==> config.mk <==
export PLATFORM = sky130hd
export DESIGN_NAME = sdram_init_seq
export DESIGN_NICKNAME = d
export VERILOG_FILES = /design/src/rtl/sdram_init_pkg.sv /design/src/rtl/sdram_wait_timer.sv /design/src/rtl/sdram_refresh_timer.sv /design/src/rtl/sdram_mode_word.sv /design/src/rtl/sdram_init_seq.sv
export SDC_FILE = /design/constraint.sdc
export NUM_CORES = 1
export LEC_CHECK = 0
export ABC_AREA = 0
export BUFFER_PORTS_ARGS = -buffer_cell sky130_fd_sc_hd__buf_4
export CAP_MARGIN = 20
export CELL_PAD_IN_SITES_DETAIL_PLACEMENT = 1
export CELL_PAD_IN_SITES_GLOBAL_PLACEMENT = 1
export CORE_ASPECT_RATIO = 2
export CORE_UTILIZATION = 41
export CTS_CLUSTER_SIZE = 16
export DETAILED_ROUTE_END_ITERATION = 12
export PLACE_DENSITY_LB_ADDON = 0.15
export RECOVER_POWER = 25
export SLEW_MARGIN = 20
export SYNTH_ARGS = -nofsm -noshare
export SYNTH_HDL_FRONTEND = slang
export SYNTH_SLANG_ARGS = --single-unit
==> constraint.sdc <==
create_clock -name clk -period 2.5 [get_ports clk]
set_input_delay 0.25 -clock clk [delete_from_list [all_inputs] [get_ports clk]]
set_output_delay 0.25 -clock clk [all_outputs]
set_load 0.05 [all_outputs]
==> src/rtl/sdram_init_pkg.sv <==
package sdram_init_pkg;

    typedef enum logic [3:0] {
        ST_PWRUP,
        ST_PREA,
        ST_PREA_WAIT,
        ST_IREF,
        ST_IREF_WAIT,
        ST_MRS,
        ST_MRS_WAIT,
        ST_READY,
        ST_REF,
        ST_REF_WAIT
    } seq_state_t;

    typedef struct packed {
        logic cs_n;
        logic ras_n;
        logic cas_n;
        logic we_n;
    } sd_cmd_t;

    localparam sd_cmd_t CMD_NOP  = '{cs_n: 1'b0, ras_n: 1'b1, cas_n: 1'b1, we_n: 1'b1};
    localparam sd_cmd_t CMD_PREA = '{cs_n: 1'b0, ras_n: 1'b0, cas_n: 1'b1, we_n: 1'b0};
    localparam sd_cmd_t CMD_AREF = '{cs_n: 1'b0, ras_n: 1'b0, cas_n: 1'b0, we_n: 1'b1};
    localparam sd_cmd_t CMD_MRS  = '{cs_n: 1'b0, ras_n: 1'b0, cas_n: 1'b0, we_n: 1'b0};

endpackage

==> src/rtl/sdram_wait_timer.sv <==
// Shared down-counter for all start-up and recovery windows.
module sdram_wait_timer #(
    parameter int unsigned W       = 16,
    parameter int unsigned RST_VAL = 0
) (
    input  logic         clk,
    input  logic         rst_n,
    input  logic         load,
    input  logic [W-1:0] load_val,
    output logic         done
);
    logic [W-1:0] cnt;

    always_ff @(posedge clk) begin
        if (!rst_n) begin
            cnt <= W'(RST_VAL);
        end else if (load) begin
            cnt <= load_val;
        end else if (cnt != '0) begin
            cnt <= cnt - 1'b1;
        end
    end

    assign done = (cnt == '0) && !load;
endmodule

==> src/rtl/sdram_refresh_timer.sv <==
// Free-running interval timer with a sticky request bit.
module sdram_refresh_timer #(
    parameter int unsigned INTERVAL = 1953
) (
    input  logic clk,
    input  logic rst_n,
    input  logic en,
    input  logic take,
    output logic req
);
    localparam int unsigned W = $clog2(INTERVAL + 1);

    logic [W-1:0] cnt;
    logic         expire;

    assign expire = en && (cnt == W'(INTERVAL - 1));

    always_ff @(posedge clk) begin
        if (!rst_n) begin
            cnt <= '0;
            req <= 1'b0;
        end else begin
            if (!en || expire) begin
                cnt <= '0;
            end else begin
                cnt <= cnt + 1'b1;
            end
            if (expire) begin
                req <= 1'b1;
            end else if (take) begin
                req <= 1'b0;
            end
        end
    end
endmodule

==> src/rtl/sdram_mode_word.sv <==
// Builds the mode register word and replaces reserved codes.
module sdram_mode_word #(
    parameter int unsigned ADDR_W = 12,
    parameter int unsigned BA_W   = 2
) (
    input  logic [2:0]        bl,
    input  logic              bt,
    input  logic [2:0]        cl,
    input  logic              wm,
    output logic [ADDR_W-1:0] mode_addr,
    output logic [BA_W-1:0]   mode_ba
);
    logic [2:0] bl_ok;
    logic [2:0] cl_ok;

    always_comb begin
        if (bl <= 3'd3 || (bl == 3'd7 && !bt)) begin
            bl_ok = bl;
        end else begin
            bl_ok = 3'd3;
        end
        if (cl == 3'd2 || cl == 3'd3) begin
            cl_ok = cl;
        end else begin
            cl_ok = 3'd3;
        end
        mode_addr      = '0;
        mode_addr[2:0] = bl_ok;
        mode_addr[3]   = bt;
        mode_addr[6:4] = cl_ok;
        mode_addr[9]   = wm;
        mode_ba        = '0;
    end
endmodule

==> src/rtl/sdram_init_seq.sv <==
module sdram_init_seq
    import sdram_init_pkg::*;
#(
    parameter int unsigned CLK_MHZ   = 125,
    parameter int unsigned PWR_US    = 200,
    parameter int unsigned TRP_CYC   = 3,
    parameter int unsigned TRC_CYC   = 9,
    parameter int unsigned TRSC_CYC  = 2,
    parameter int unsigned INIT_REFS = 8,
    parameter int unsigned ROWS      = 4096,
    parameter int unsigned REF_MS    = 64,
    parameter int unsigned ADDR_W    = 12,
    parameter int unsigned BA_W      = 2,
    parameter int unsigned DQM_W     = 8
) (
    input  logic              clk,
    input  logic              rst_n,
    input  logic [2:0]        cfg_bl,
    input  logic              cfg_bt,
    input  logic [2:0]        cfg_cl,
    input  logic              cfg_wm,
    input  logic              ref_ack,
    output logic              cs_n,
    output logic              ras_n,
    output logic              cas_n,
    output logic              we_n,
    output logic              cke,
    output logic [DQM_W-1:0]  dqm,
    output logic [BA_W-1:0]   ba,
    output logic [ADDR_W-1:0] addr,
    output logic              ready,
    output logic              ref_req
);
    localparam int unsigned PWR_CYC = CLK_MHZ * PWR_US;
    localparam int unsigned REF_INT = CLK_MHZ * REF_MS * 1000 / ROWS;
    localparam int unsigned TMAX    = (PWR_CYC > TRC_CYC) ? PWR_CYC : TRC_CYC;
    localparam int unsigned TW      = $clog2(TMAX + 1);
    localparam int unsigned RCW     = $clog2(INIT_REFS + 1);

    seq_state_t        st, st_nx;
    logic [RCW-1:0]    irc;
    logic              t_load, t_done, take;
    logic [TW-1:0]     t_val;
    logic [ADDR_W-1:0] mode_addr;
    logic [BA_W-1:0]   mode_ba;
    sd_cmd_t           cmd;

    sdram_wait_timer #(.W(TW), .RST_VAL(PWR_CYC - 1)) u_wait (
        .clk(clk), .rst_n(rst_n), .load(t_load), .load_val(t_val), .done(t_done)
    );

    sdram_refresh_timer #(.INTERVAL(REF_INT)) u_rtmr (
        .clk(clk), .rst_n(rst_n), .en(ready), .take(take), .req(ref_req)
    );

    sdram_mode_word #(.ADDR_W(ADDR_W), .BA_W(BA_W)) u_mode (
        .bl(cfg_bl), .bt(cfg_bt), .cl(cfg_cl), .wm(cfg_wm),
        .mode_addr(mode_addr), .mode_ba(mode_ba)
    );

    assign take = (st == ST_READY) && ref_req && ref_ack;

    // state register
    always_ff @(posedge clk) begin
        if (!rst_n) begin
            st  <= ST_PWRUP;
            irc <= '0;
        end else begin
            st <= st_nx;
            if (st == ST_IREF) begin
                irc <= irc + 1'b1;
            end
        end
    end

    // next state and window loads
    always_comb begin
        st_nx  = st;
        t_load = 1'b0;
        t_val  = '0;
        unique case (st)
            ST_PWRUP:     if (t_done) st_nx = ST_PREA;
            ST_PREA: begin
                st_nx  = ST_PREA_WAIT;
                t_load = 1'b1;
                t_val  = TW'(TRP_CYC - 2);
            end
            ST_PREA_WAIT: if (t_done) st_nx = ST_IREF;
            ST_IREF: begin
                st_nx  = ST_IREF_WAIT;
                t_load = 1'b1;
                t_val  = TW'(TRC_CYC - 2);
            end
            ST_IREF_WAIT: if (t_done) st_nx = (irc == RCW'(INIT_REFS)) ? ST_MRS : ST_IREF;
            ST_MRS: begin
                st_nx  = ST_MRS_WAIT;
                t_load = 1'b1;
                t_val  = TW'(TRSC_CYC - 2);
            end
            ST_MRS_WAIT:  if (t_done) st_nx = ST_READY;
            ST_READY:     if (take) st_nx = ST_REF;
            ST_REF: begin
                st_nx  = ST_REF_WAIT;
                t_load = 1'b1;
                t_val  = TW'(TRC_CYC - 2);
            end
            ST_REF_WAIT:  if (t_done) st_nx = ST_READY;
            default:      st_nx = ST_PWRUP;
        endcase
    end

    // outputs
    always_comb begin
        cmd   = CMD_NOP;
        addr  = '0;
        ba    = '0;
        dqm   = '1;
        ready = 1'b0;
        unique case (st)
            ST_PWRUP, ST_PREA_WAIT, ST_IREF_WAIT, ST_MRS_WAIT: ;
            ST_PREA: begin
                cmd      = CMD_PREA;
                addr[10] = 1'b1;
            end
            ST_IREF:  cmd = CMD_AREF;
            ST_MRS: begin
                cmd  = CMD_MRS;
                addr = mode_addr;
                ba   = mode_ba;
            end
            ST_READY, ST_REF_WAIT: begin
                dqm   = '0;
                ready = 1'b1;
            end
            ST_REF: begin
                cmd   = CMD_AREF;
                dqm   = '0;
                ready = 1'b1;
            end
            default: ;
        endcase
    end

    assign cs_n  = cmd.cs_n;
    assign ras_n = cmd.ras_n;
    assign cas_n = cmd.cas_n;
    assign we_n  = cmd.we_n;
    assign cke   = 1'b1;
endmodule

==> metrics.md <==
| Metric | Value |
|---|---|
| DR pass1 iterations | 2 |
| Synthesized area per cell | 8.54 sq um |
| Worst path required time | 2.68 ns |
| CTS buffer count | 5 |
| CP Launch Type | register |
| FF-to-FF path depth | 4 |
| Gr ovfl total | 0 |
| Max-cap violations | 0 |
| Total GRT Usage | 0.199 |
| Post-synth ARST share | 0 |
| Fin Setup TNS | 0 ns |
| Post-synth EDFFs | 0 |
| Number of diodes | 0 |
| Worst path arrival time | 2.30 ns |
| XOR/XNOR share of the synthesized area | 0.0718 |
| CTS Hold Bufs | 0 |
| Worst Setup End Kind | register |
| Unrepaired setup endpoints after global routing | false |
| Vias per inst | 5.39 |
| Synth Warn # | 0 |
| Multiplexer area fraction after synthesis | 0 |
| Hold Path Sink | u_wait.cnt[14] |
| Number of port buffers | 31 |
| Hold Crit Class | input port to register |
| Final-report hold violation count | 0 |
| Synth Instances | 243 |
| Worst r2r dst | st[1] |
| F_max | 0.472 GHz |
| Initial DRC count | 15 |
| Share of cells above drive strength 1 | 0.206 |
| First-pass GRT wire length | 7910 microns |
| Pleak | 0.882 nW |
| Placed wire-length estimate | 3750 microns |
| Global placement routability congestion | 0.743 |
| Status | finished, final reports clean |
| Hold wc startpoint | rst_n |
| Least-Margin Pin Slew | 0.772 ns |
| Clock latency on the worst-skew pair | 0.29 ns |
| Worst slew margin | 0.481 |
| Cell variety after synth | 55 |
| Hold Path Depth | 2 |
| WL final | 4800 microns |
| Die area | 5370 sq um |
| DR vias | 1,747 |
| # IOs | 40 |
| Post-Synth Simple-Gate Area | 0.286 |
| Number of global-route vias before repair | 1,759 |
| Setup violators final | 0 |
| Crit-path max FO | 14 |
| DIE HEIGHT | 103 microns |
| CTS tree | built |
| Post-CTS setup repair buffer count | 0 |
| Finished Core Util | 0.473 |
| FF-to-FF setup slack | 0.38 ns |
| Yosys reg bits | 35 |
| CTS clk-pin slew, worst paths | 0.07 ns |
| Main synth FF type | dfxtp_1 |
| Pre-CTS setup slack | 0.403 ns |
| Peak VDD IR | 0.816 mV |
| Setup Crit Path Kind | register to register |
| Largest net degree at the start of global routing | 20 |
| Register area share after synthesis | 0.338 |
| Routed WL per cell | 14.8 microns |
| Largest family of logic cells by synthesized area | simple AND/OR/NAND/NOR gates |
| Starting Density | 0.426 |
| Max-slew violation count | 0 |
| Die W | 52.3 microns |
| Worst reg2reg path startpoint | u_wait.cnt[2] |
| H-tree level count | 2 |
| CTS Buffer Depth | 2 |
| Root Buffer | clkbuf_8 |
| Clock Sinks | 35 |
| Post-Synth Adder-Cell Area | 0.0302 |
| Minimum clock period | 2.12 ns |
| Period utilization | 0.847 |
| Post-route DRC | 0 |
| DRT antenna net count | 0 |
| Core area | 4860 sq um |
| Fillcell total | 613 |
| Row cnt | 36 |
| Mapped Area | 2070 sq um |
| Pwr dens | 1010 nW/um^2 |
| Post-CTS resize count | 0 |
| Net count reported at finish | 282 |
| Initial antenna violation count | 0 |
| Final Skew | 0.00837 ns |
| Worst setup margin | 0.384 ns |
| Compound-Gate Fraction of Synth Area | 0.150 |
| Synthesis-to-layout area growth | 11.0% |
## report_power, final
part | internal [mW] | switching (mW) | leakage [nW]
clock network | 0.251 | 0.209 | 0.0505
registers | 0.629 | 0.145 | 0.284
logic | 0.364 | 0.734 | 0.547
total | 1.24 | 1.09 | 0.882
## sequential cells by signal, indices dropped and copies added, names as in the netlist
register,flops
st,4
u_wait.cnt,15
u_rtmr.cnt,11
irc,4
u_rtmr.req,1
## logic make-up after synthesis
kind of cell	count (synthesis)
flip-flops	35
adder cells (fa/ha/maj)	5
buffers and inverters	36
other	2
AO/OA/AOI/OAI	47
AND/OR/NAND/NOR	101
XOR/XNOR	17
## routing by layer
metal,GRT usage,wire length (microns),vias up
li1,-,-,885
met1,0.177,1650,836
met2,0.401,2930,15
met3,0.0398,96,11
met4,0.0870,118,0
met5,0,0,-
## stage by stage
stage                     cell area (sq um)  std cells  hold WS [ns]  total power, mW
final                                  2300        324         0.246             2.33
after global routing                   2300        324         0.252             2.49
after detailed placement               2220        316         0.478             1.90
after CTS                              2320        324         0.246             2.37
after global placement                 2220        316         0.470             1.89
after floorplan                        2100        249         0.437             1.71
## placed cells by master (no fill, tap or decap), types with 5 or more instances in the layout
master and n:
clkbuf_8 7, nand4_1 5, inv_1 12, nand3_1 7, conb_1 8, nor2_1 27
xnor2_1 7, nor3b_1 5, ha_1 5, nand2_1 16, and3_1 5, a21oi_1 13
or3_1 6, xor2_1 10, o21ai_0 9, buf_4 31, dfxtp_1 35
## cells in the mapped netlist, drive strengths merged (3+ instances only)
library cell / number / area [sq um]
nor2: 28 / 108
a31oi: 3 / 18.8
xor2: 10 / 87.6
clkbuf: 4 / 35.0
nor2b: 3 / 18.8
or2: 3 / 18.8
ha: 5 / 62.6
dfxtp: 35 / 701
a21oi: 13 / 65.1
nor3b: 5 / 37.5
buf: 20 / 170
xnor2: 7 / 61.3
o211ai: 3 / 22.5
or3: 9 / 60.1
nand3: 7 / 35.0
nand4: 5 / 31.3
nand2: 16 / 60.1
inv: 12 / 45.0
o21ai: 10 / 50.1
and3: 5 / 31.3
and2: 3 / 18.8
## critical path, cell delays in order, from the launching register on
cell and delay [ns]:
dfxtp_1 0.37, nor4_2 0.73, and4_4 0.49, nor2_2 0.07, o311a_1 0.35
## worst max path at each step
stage	startpoint	to	slack (ns)	depth (start not counted)
6_report	u_wait.cnt[2]	st[1]	0.38	4
5_1_grt	st[2]	ras_n	0.21	5
4_1_cts	st[3]	dqm[7]	0.37	4
3_5_place_dp	u_wait.cnt[0]	u_wait.cnt[7]	0.40	6
3_3_place_gp	u_wait.cnt[0]	u_wait.cnt[7]	0.49	6
2_1_floorplan	st[2]	dqm[1]	0.24	5
## final cells by class
class / count / area, sq um / share of cell area
inverters: 12 / 45.0 / 0.0196
clock buffers: 7 / 96.3 / 0.0418
clock inverters: 1 / 7.51 / 0.00326
repair buffers: 34 / 244 / 0.106
well taps: 57 / 71.3 / 0.0310
multi-input cells: 178 / 1140 / 0.494
flip-flops and latches: 35 / 701 / 0.304
(Power assumes the default switching activity.)
